[config.mk]
export PLATFORM = sky130hd
export DESIGN_NAME = mob_tx_sched
export DESIGN_NICKNAME = d
export VERILOG_FILES = /design/src/rtl/mob_sched_pkg.sv /design/src/rtl/mob_lowest_pick.sv /design/src/rtl/mob_en_bank.sv /design/src/rtl/mob_status_bank.sv /design/src/rtl/mob_tx_sched.sv
export SDC_FILE = /design/constraint.sdc
export NUM_CORES = 1
export LEC_CHECK = 0
export BUFFER_PORTS_ARGS = -buffer_cell sky130_fd_sc_hd__clkbuf_2
export CAP_MARGIN = 10
export CORE_ASPECT_RATIO = 0.75
export CORE_MARGIN = 3
export CORE_UTILIZATION = 40
export DETAILED_ROUTE_END_ITERATION = 10
export PLACE_DENSITY_LB_ADDON = 0.15
export SLEW_MARGIN = 20
export SYNTH_ARGS = -nofsm -noshare
export SYNTH_HDL_FRONTEND = slang
export SYNTH_SLANG_ARGS = --single-unit
export TNS_END_PERCENT = 100
[constraint.sdc]
create_clock -name clk -period 2 [get_ports clk]
set_input_delay 0.1 -clock clk [delete_from_list [all_inputs] [get_ports clk]]
set_output_delay 0.1 -clock clk [all_outputs]
set_load 0.05 [all_outputs]
[src/rtl/mob_sched_pkg.sv]
package mob_sched_pkg;
  typedef enum logic [1:0] {
    SCH_IDLE  = 2'd0,
    SCH_OFFER = 2'd1,
    SCH_WAIT  = 2'd2
  } sch_state_e;

  localparam int unsigned CNT_W     = 4;
  localparam int unsigned MAX_BYTES = 8;
endpackage

[src/rtl/mob_lowest_pick.sv]
module mob_lowest_pick #(
  parameter int unsigned N_OBJ = 8,
  localparam int unsigned IDX_W = $clog2(N_OBJ)
) (
  input  logic [N_OBJ-1:0] cand,
  output logic             any,
  output logic [IDX_W-1:0] idx
);
  always_comb begin
    any = 1'b0;
    idx = '0;
    for (int i = N_OBJ - 1; i >= 0; i--) begin
      if (cand[i]) begin
        any = 1'b1;
        idx = IDX_W'(i);
      end
    end
  end
endmodule

[src/rtl/mob_en_bank.sv]
module mob_en_bank #(
  parameter int unsigned N_OBJ = 8
) (
  input  logic             clk,
  input  logic             rst_n,
  input  logic [N_OBJ-1:0] set_mask,
  input  logic [N_OBJ-1:0] clr_mask,
  input  logic [N_OBJ-1:0] hw_clr,
  output logic [N_OBJ-1:0] en
);
  always_ff @(posedge clk or negedge rst_n) begin
    if (!rst_n) en <= '0;
    else        en <= (en | set_mask) & ~clr_mask & ~hw_clr;
  end

  // completion clears at most one object
  p_hw_clr_onehot_r7: assert property (@(posedge clk) disable iff (!rst_n)
    $onehot0(hw_clr));

  // an uncontested set lands
  p_set_lands_r1: assert property (@(posedge clk) disable iff (!rst_n)
    1'b1 |=> ((en & $past(set_mask & ~clr_mask & ~hw_clr)) ==
              $past(set_mask & ~clr_mask & ~hw_clr)));

  // a clear always wins
  p_clr_wins_r2: assert property (@(posedge clk) disable iff (!rst_n)
    1'b1 |=> ((en & $past(clr_mask)) == '0));
endmodule

[src/rtl/mob_status_bank.sv]
module mob_status_bank #(
  parameter int unsigned N_OBJ = 8
) (
  input  logic             clk,
  input  logic             rst_n,
  input  logic [N_OBJ-1:0] hw_set,
  input  logic [N_OBJ-1:0] ack_mask,
  input  logic             err_set,
  input  logic             err_ack,
  output logic [N_OBJ-1:0] txok,
  output logic             err_flag
);
  always_ff @(posedge clk or negedge rst_n) begin
    if (!rst_n) begin
      txok     <= '0;
      err_flag <= 1'b0;
    end else begin
      txok     <= (txok & ~ack_mask) | hw_set;
      err_flag <= (err_flag & ~err_ack) | err_set;
    end
  end

  // hardware set beats a same-cycle acknowledge
  p_set_beats_ack_r9: assert property (@(posedge clk) disable iff (!rst_n)
    1'b1 |=> ((txok & $past(hw_set)) == $past(hw_set)));

  // an error raises the sticky flag
  p_err_sticky_r8: assert property (@(posedge clk) disable iff (!rst_n)
    err_set |=> err_flag);
endmodule

[src/rtl/mob_tx_sched.sv]
module mob_tx_sched
  import mob_sched_pkg::*;
#(
  parameter int unsigned N_OBJ = 8,
  localparam int unsigned IDX_W = $clog2(N_OBJ),
  localparam int unsigned DW    = CNT_W
) (
  input  logic                clk,
  input  logic                rst_n,
  input  logic [N_OBJ-1:0]    en_set_mask,
  input  logic [N_OBJ-1:0]    en_clr_mask,
  input  logic [N_OBJ-1:0]    ok_ack_mask,
  input  logic                err_ack,
  input  logic [N_OBJ-1:0]    cfg_dir,
  input  logic [N_OBJ*DW-1:0] cfg_dlc,
  input  logic                bus_idle,
  output logic                tx_req_valid,
  input  logic                tx_req_ready,
  output logic [IDX_W-1:0]    tx_req_idx,
  output logic [DW-1:0]       tx_req_dlc,
  input  logic                tx_done,
  input  logic                tx_err,
  output logic [N_OBJ-1:0]    en_vec,
  output logic [N_OBJ-1:0]    txok_vec,
  output logic                err_flag,
  output logic                tx_busy,
  output logic                irq
);
  sch_state_e       state;
  logic [IDX_W-1:0] sel;
  logic [N_OBJ-1:0] cand;
  logic             pick_any;
  logic [IDX_W-1:0] pick_idx;
  logic             hw_done, hw_err;
  logic [N_OBJ-1:0] done_vec;

  for (genvar g = 0; g < N_OBJ; g++) begin : g_elig
    assign cand[g] = en_vec[g] & cfg_dir[g] &
                     (cfg_dlc[g*DW +: DW] <= DW'(MAX_BYTES));
  end

  mob_lowest_pick #(.N_OBJ(N_OBJ)) u_pick (
    .cand (cand),
    .any  (pick_any),
    .idx  (pick_idx)
  );

  always_ff @(posedge clk or negedge rst_n) begin
    if (!rst_n) begin
      state <= SCH_IDLE;
      sel   <= '0;
    end else begin
      unique case (state)
        SCH_IDLE: if (bus_idle && pick_any) begin
          sel   <= pick_idx;
          state <= SCH_OFFER;
        end
        SCH_OFFER: if (tx_req_ready) state <= SCH_WAIT;
        SCH_WAIT:  if (tx_done || tx_err) state <= SCH_IDLE;
        default:   state <= SCH_IDLE;
      endcase
    end
  end

  assign hw_done  = (state == SCH_WAIT) && tx_done;
  assign hw_err   = (state == SCH_WAIT) && tx_err && !tx_done;
  assign done_vec = hw_done ? (N_OBJ'(1) << sel) : '0;

  mob_en_bank #(.N_OBJ(N_OBJ)) u_en (
    .clk      (clk),
    .rst_n    (rst_n),
    .set_mask (en_set_mask),
    .clr_mask (en_clr_mask),
    .hw_clr   (done_vec),
    .en       (en_vec)
  );

  mob_status_bank #(.N_OBJ(N_OBJ)) u_stat (
    .clk      (clk),
    .rst_n    (rst_n),
    .hw_set   (done_vec),
    .ack_mask (ok_ack_mask),
    .err_set  (hw_err),
    .err_ack  (err_ack),
    .txok     (txok_vec),
    .err_flag (err_flag)
  );

  assign tx_req_valid = (state == SCH_OFFER);
  assign tx_req_idx   = sel;
  assign tx_req_dlc   = cfg_dlc[sel*DW +: DW];
  assign tx_busy      = (state == SCH_WAIT);
  assign irq          = (|txok_vec) | err_flag;

  // offer holds until accepted
  p_offer_hold_r6: assert property (@(posedge clk) disable iff (!rst_n)
    (tx_req_valid && !tx_req_ready) |=> (tx_req_valid && $stable(tx_req_idx)));

  // an offer only follows an idle bus
  p_offer_idle_bus_r4: assert property (@(posedge clk) disable iff (!rst_n)
    $rose(tx_req_valid) |-> $past(bus_idle));

  // offered object was eligible
  p_offer_eligible_r3: assert property (@(posedge clk) disable iff (!rst_n)
    $rose(tx_req_valid) |-> |($past(cand) & (N_OBJ'(1) << tx_req_idx)));

  // no lower eligible object existed
  p_offer_lowest_r5: assert property (@(posedge clk) disable iff (!rst_n)
    $rose(tx_req_valid) |->
      (($past(cand) & ((N_OBJ'(1) << tx_req_idx) - N_OBJ'(1))) == '0));

  // busy and offer never overlap
  p_busy_excl_r10: assert property (@(posedge clk) disable iff (!rst_n)
    tx_busy |-> !tx_req_valid);

  // success retires the object
  p_done_retires_r7: assert property (@(posedge clk) disable iff (!rst_n)
    (tx_busy && tx_done) |=>
      (txok_vec[$past(sel)] && !en_vec[$past(sel)] && !tx_busy));
endmodule

Yosys cells after proc, flatten, opt, wreduce, memory -nomap -nowiden. Cells that the tools add are included.

Register bits after elaboration: 22. Input bits: 71. Output and inout bits: 27. Word-level logic and storage cells: 79.

$lt $le $gt $ge: 8. Eq/ne operators: 5. Shift-type cells: 2. Muxes and demuxes: 21. Bitwise gates (word level): 28. Reductions and logical operators: 10.

Operators by type and width (number): 4-bit less-or-equal comparator, second input constant (8); 32-bit by 6-bit variable part select with 4-bit output (1); 8-bit AND (3); 3-bit 2-to-1 mux (8); 8-bit NOT (3); 1-bit AND (17); 8-bit OR (2); 1-bit 2-to-1 mux (8); 8-bit 2-to-1 mux (1); 8-bit OR reduction (1); 1-bit by 3-bit left shift with 8-bit output, first input constant (1); 2-bit 2-to-1 mux (3); 2-bit case mux with 3 select lines (1); 1-bit logical AND (4); 2-bit by 1-bit inequality test with 1-bit output, second input constant (2); 3-bit AND reduction (1); 2-bit by 1-bit equality test with 1-bit output, second input constant (1); 2-bit equality test, second input constant (1); 2-bit logical NOT (1); 2-bit inequality test, second input constant (1); 1-bit OR (2); 2-bit AND reduction (1); 1-bit logical NOT (1); 1-bit logical OR (1); 1-bit NOT (1).

Longest topological paths before layout. Gate-level depths: netlist of the first run.

Word-level depth: 13. Gate-level depth with buffers: 5.

Hierarchy. A second synthesis of the first run with hierarchy kept.

Cell total of the unflattened synthesis: 147. Area, all modules: 1427.6 um2.

Modules (own cells, without submodules): mob_tx_sched (times used 1, cells an instance 83, area each 710.7 um2, sequential area each 125.1 um2); mob_status_bank (times used 1, cells an instance 27, area each 326.6 um2, sequential area each 225.2 um2); mob_en_bank (times used 1, cells an instance 24, area each 310.3 um2, sequential area each 200.2 um2); mob_lowest_pick (times used 1, cells an instance 13, area each 80.1 um2, sequential area each 0.0 um2).

Least setup slack after synthesis of the first run. Ideal clock, no wire load.

Path type: reg-to-output. Start: reg sel[1], in the netlist tx_req_idx[1]. End: out tx_req_dlc[0]. Data arrival time: 1.913 ns. Slack: -0.013 ns. Stages on the path, launching flop included: 4. Path buffers: 1. Cells stage by stage: dfrtp_1 > clkbuf_1 > mux4_1 > mux2_2.

Longest elaborated chain between the ends: 1.

RTL lines: start, declared (line mob_tx_sched.sv:30) `logic [IDX_W-1:0] sel;`; start signal, assigned (line mob_tx_sched.sv:55) `sel <= pick_idx;`; 32-bit by 6-bit variable part select with 4-bit output (line mob_tx_sched.sv:91) `assign tx_req_dlc = cfg_dlc[sel*DW +: DW];`; end, declared (line mob_tx_sched.sv:20) `output logic [DW-1:0] tx_req_dlc,`.

Every way passes these cells.

Worst setup path in the final report of the first run.
Start: reg sel[0], in the netlist tx_req_idx[0]. End: out tx_req_dlc[0].

The elaborated chain is that of the path after synthesis.

==> out/results.ini, run 1 <==
[route]
drtIter0Drc = 54
wl_per_cell_um = 16.27
drc = 0
top_layer_used = met4
avgViaCountPerCell = 5.591
vias = 1543
route.met2.wl_um = 2175
first_pass_iters = 4
drt_wl_total_um = 4491
routed-wl-met3_um = 280
antenna_left = 0
met1_length_um = 2011

[pwr]
switchingPower_uw = 1087
swShare_pct = 46.89
powerDensity_mw_per_mm2 = 1139
power.share.combinational_pct = 54.7
finalPower_uw = 2318
power_frac_clock_pct = 18.0
vdd.ir_drop.worst_v = 0.0005096
cellLeakagePower_uw = 0.001064
internal_power_uw = 1231
seqPwrFrac_pct = 27.3

[cts]
cts_tree = done
cts_setup_buffers = 0
clk_latency_ns = 0.26
clock_path_buffers = 2
cts_buffers = 3
root_buffer = clkbuf_8
worst_setup_hold_path_clk_slew_ns = 0.08
clock-sinks = 22
cts.htree.levels = 1

[sta]
setup_viol_count_final = 0
fin_tns_setup_ns = 0
skew_ns = 0.004828
max_freq_mhz = 521.6
slew_headroom_pct = 62.67
rsz0062_at_grt = no
hold_viol_final = 0
maxSlewViolCount = 0
min_period_ns = 1.917
worstMarginPinSlew_ns = 0.5599
period_share_pct = 95.87

[logic_synthesis]
synth_area_mm2 = 0.001354
syn_inst = 132
yosysUniqueCellTypes = 40
ys_async_sr_fraction_pct = 100.0
yosys.area.top_type_share_pct = 40.67
ys_seq_elements = 22
synth_common_cells = 22 x dfrtp_1, 13 x nor2_1, 11 x inv_1
seq_area_frac_synth_pct = 40.67
synth.avg_cell_area_um2 = 10.26
synth_area_leader_cell = dfrtp_1
yosys_warnings = 0
synth.most_common_cell = dfrtp_1
synth_area_leaders = dfrtp_1 41%, mux4_2 10%, mux4_1 3.9%
ys.flop_type = dfrtp_1
synth_nets = 203
synth-edff-count = 0

[grt]
grt_pass1_vias = 1573
grt_usage_pct = 22.06
grt_max_degree = 23
grt-ovfl-total = 0
grt_pass1_wl_um = 7148
antenna_found_initial = 0

[critical_path]
worstPathArrival_ns = 1.82
ff2ff_setup_slack_ns = 0.26
worst_setup_path_start_kind = flip-flop
end_kind = output pin
crit_fanout = 9
worstSetupPathType = flip-flop to output pin
cp.required_ns = 1.90

[cells_and_area]
syn_to_final_growth_pct = 50.28
nets = 310
drive_above_1_share_pct = 49.16
insertedDiodeCount = 0

[flow_run]
maxCapViolCount = 0

[floorplan]
initial_utilization_pct = 43.89
die_w_um = 73.18
io_pins = 98
die_h_um = 56.38
die-area_mm2 = 0.004126
num_rows = 17
core_mm2 = 0.003084

[status]
status = finished, final reports clean

[placed_design]
portBuffers = 97
dp_hpwl_um = 3709
place_congestion = 0.8395

[worst_hold_path]
hold_class = input port to flip-flop

## layout make-up
cell class	instances	area, µm²
clock buffer	3	41.29
sequential	22	553.0
tap	38	47.55
inverter	11	41.29
clock inverter	1	30.03
multi-input combinational	94	740.7
fill	259	1050
timing repair buffer	107	580.6
## logic make-up (layout without fill, tap and decap cells)
| family | count (synthesis) | after routing | share of synthesized area [%] |
|---|---|---|---|
| AND/OR/NAND/NOR | 47 | 47 | 18.02 |
| AO/OA/AOI/OAI | 33 | 33 | 17.93 |
| flip-flops | 22 | 22 | 40.67 |
| buffers and inverters | 16 | 122 | 4.621 |
| multiplexers | 14 | 14 | 18.76 |
## registers in the layout (all words and copies together) (netlist names)
register         flops
u_stat.txok          8
tx_req_idx           3
u_en.en              8
u_stat.err_flag      1
state                2
## timing repair
action | in CTS | in global routing
hold endpoints to repair | 29 | 0
gates resized for setup | 1 | 0
setup endpoints to repair | 4 | 0
hold buffers | 8 | 0
## power by group through the flow
stage	clock network, µW	registers (µW)	logic (µW)
floorplan	0	748	822
global placement	0	627	1250
detailed placement	0	639	1260
CTS	416	634	1280
global route	435	650	1350
finish	416	633	1270
## final timing paths
| kind | start | to | cells after the start |
|---|---|---|---|
| worst max-delay path | tx_req_idx[0] | tx_req_dlc[0] | 3 |
| worst min-delay path | en_clr_mask[3] | u_en.en[3] | 2 |
| worst max register to register | state[0] | u_en.en[0] | 5 |
| worst min register to register | u_stat.txok[0] | u_stat.txok[0] | 1 |
| max in group asynchronous | rst_n | tx_req_idx[1] | 2 |
| min in group asynchronous | rst_n | tx_req_idx[2] | 2 |
## cell usage in the layout (no fill, tap or decap), types with 3 or more instances in the layout
cell type / instances
a211oi_1: 4
and3_1: 4
clkbuf_2: 97
clkbuf_8: 3
dfrtp_1: 20
dlygate4sd3_1: 8
inv_1: 11
mux2_2: 4
mux4_2: 6
nand2_1: 5
nand3_1: 5
nor2_1: 13
nor3_1: 7
o22ai_1: 6
o31ai_1: 7
## critical path, cell delays in order (launching register included)
cell and delay, ns:
dfrtp_2 0.51, mux4_2 0.53, mux2_2 0.28, clkbuf_2 0.24
## routing by layer
layer | track usage, % | vias up
met5 | 0 | -
met4 | 4.211 | 0
met3 | 3.757 | 4
met2 | 36.69 | 68
met1 | 30.10 | 756
li1 | - | 715
## stage by stage
step | instances | hold slack [ns] | setup slack (ns) | cell area (µm²) | utilization, %
final | 276 | 0.002363 | 0.08267 | 2034 | 65.96
after global routing | 276 | 0.002457 | 0.01753 | 2034 | 65.96
after CTS | 276 | 0.001332 | 0.06841 | 2034 | 65.96
after detailed placement | 264 | 0.1190 | 0.2328 | 1882 | 61.01
after global placement | 264 | 0.1145 | 0.2931 | 1882 | 61.01
after floorplan | 132 | -0.1956 | 0.05039 | 1355 | -
(Power assumes the default switching activity.)
==> run 2: changes to the inputs <==
BUFFER_PORTS_ARGS = not set   (was -buffer_cell sky130_fd_sc_hd__clkbuf_2)
CORE_UTILIZATION = 50   (was 40)
DONT_BUFFER_PORTS = 1   (was not set)
==> out/results.ini, run 2 (synthesized netlist as in run 1, its figures left out) <==
[status]
status = finished, final reports clean

[critical_path]
cp.required_ns = 2.19
rr_endpoint = u_en.en[7]
crit_fanout = 5
path_cells = and2b_1 > buf_6 > nand3_2 > nor2_2 > nor3_1 > dlygate4sd3_1
worstSetupPathType = flip-flop to flip-flop
crit_slowest_cell = dlygate4sd3_1
r2r_start = state[0]
rr_worst_depth = 6
cpPeakStageDelay_ns = 0.56
path_buf_inv = 2
end_kind = flip-flop
path_delay_family = buffers and inverters
worst_setup_path_start_kind = flip-flop
ff2ff_setup_slack_ns = 0.06
worstPathArrival_ns = 2.13

[floorplan]
die_h_um = 51.07
num_rows = 15
initial_utilization_pct = 55.49
die-area_mm2 = 0.003375
die_w_um = 66.09
core_mm2 = 0.002440
io_pins = 98

[sta]
worstMarginPinSlew_ns = 0.9958
setup_viol_count_final = 0
hold_viol_final = 0
min_period_ns = 1.935
skew_ns = 0.008884
maxSlewViolCount = 0
slew_headroom_pct = 33.39
period_share_pct = 96.77
max_freq_mhz = 516.7
fin_tns_setup_ns = 0
setup_slack_ns = 0.06455

[pwr]
finalPower_uw = 2136
vdd.ir_drop.worst_v = 0.0005919
power_frac_clock_pct = 9.7
seqPwrFrac_pct = 30.3
powerDensity_mw_per_mm2 = 1150
switchingPower_uw = 1068
power.share.combinational_pct = 60.0
internal_power_uw = 1068
cellLeakagePower_uw = 0.0008219
swShare_pct = 49.98

[worst_hold_path]
hold_class = input port to flip-flop
holdPathEnd = state[1]
min_from = tx_err
worstHoldPathCells = 2

[cts]
root_buffer = clkbuf_4
cts_tree = done
clock_path_buffers = 2
cts_buffers = 3
clk_latency_ns = 0.31
cts.htree.levels = 1
clock-sinks = 22
worst_setup_hold_path_clk_slew_ns = 0.12

[route]
drt_wl_total_um = 4429
top_layer_used = met4
met1_length_um = 1674
routed-wl-met3_um = 456
antenna_left = 0
drc = 0
drtIter0Drc = 59
avgViaCountPerCell = 6.291
first_pass_iters = 4
route.met2.wl_um = 2243
vias = 1340
wl_per_cell_um = 20.79

[cells_and_area]
drive_above_1_share_pct = 21.79
insertedDiodeCount = 0
syn_to_final_growth_pct = 37.25
final_util_pct = 76.15
fillCellCount = 170
nets = 251
final_cell_mix = 28 x dlygate4sd3_1, 20 x dfrtp_1, 18 x buf_4, 12 x nor2_1, 11 x inv_1
final_common_cell = dlygate4sd3_1
final_area_mm2 = 0.001858

[placed_design]
portBuffers = 0
placedInstanceArea_mm2 = 0.001496
dp_hpwl_um = 3222
place_congestion = 0.8690
place_ws_ns = 0.3326

[grt]
grt_pass1_vias = 1373
grt_usage_pct = 26.51
grt_pass1_wl_um = 6706
grt-ovfl-total = 0
grt_max_degree = 23
antenna_found_initial = 0

[flow_run]
maxCapViolCount = 0

==> run 2: changes by cell type in the layout (fill, tap and decap cells not counted), moves of 3 or more <==
cell	change
buf_4	+16
clkbuf_2	-97
clkbuf_4	+3
clkbuf_8	-3
dlygate4sd3_1	+20
==> run 2: metal layers <==
layer  GRT usage, %  vias to the layer above
met5              0                        -
met4          4.730                        0
met3          9.890                        8
met2          45.30                       79
met1          32.29                      655
li1               -                      598
==> run 2: how the worst max path moves through the flow <==
stage                  start             to  slack (ns)  cells after the start
2_1_floorplan  tx_req_idx[0]  tx_req_dlc[2]        0.05                      4
3_3_place_gp   tx_req_idx[1]  tx_req_dlc[2]        0.37                      3
3_5_place_dp   tx_req_idx[0]  tx_req_dlc[0]        0.33                      2
4_1_cts             state[0]     u_en.en[7]        0.01                      6
5_1_grt             state[0]     u_en.en[7]       -0.01                      6
6_report            state[0]     u_en.en[7]        0.06                      6
==> run 2: area by class of cell <==
type,count,area [µm²],area share (%)
Multi-Input combinational cell,94,748.2,40.27
Sequential cell,22,553.0,29.76
Timing Repair Buffer,48,446.7,24.04
Tap cell,34,42.54,2.290
Inverter,11,41.29,2.222
Clock buffer,4,26.28,1.414
==> run 2: timing repair <==
item                                    4_1_cts  5_1_grt
hold endpoints to repair                     41        0
resized for setup                             1        3
setup buffers                                 2        2
hold buffers                                 28        0
endpoints found under the setup margin        2        3
==> run 2: worst register-to-register path, stage by stage (launching register included) <==
cell	delay (ns)
dfrtp_1	0.42
and2b_1	0.23
buf_6	0.18
nand3_2	0.17
nor2_2	0.18
nor3_1	0.07
dlygate4sd3_1	0.56
==> run 2: power by group through the flow <==
stage	combinational (µW)	sequential [µW]	clock, µW
after floorplan	822	748	0
after global placement	1050	686	0
after detailed placement	1070	694	0
after CTS	1180	670	211
after global routing	1340	657	228
final	1280	647	207
==> run 2: per-stage QoR <==
step | hold WS (ns) | cells
finish | 0.02718 | 213
global route | 0.02732 | 213
CTS | 0.02298 | 211
detailed placement | -0.1951 | 177
global placement | -0.1951 | 177
floorplan | -0.1956 | 132
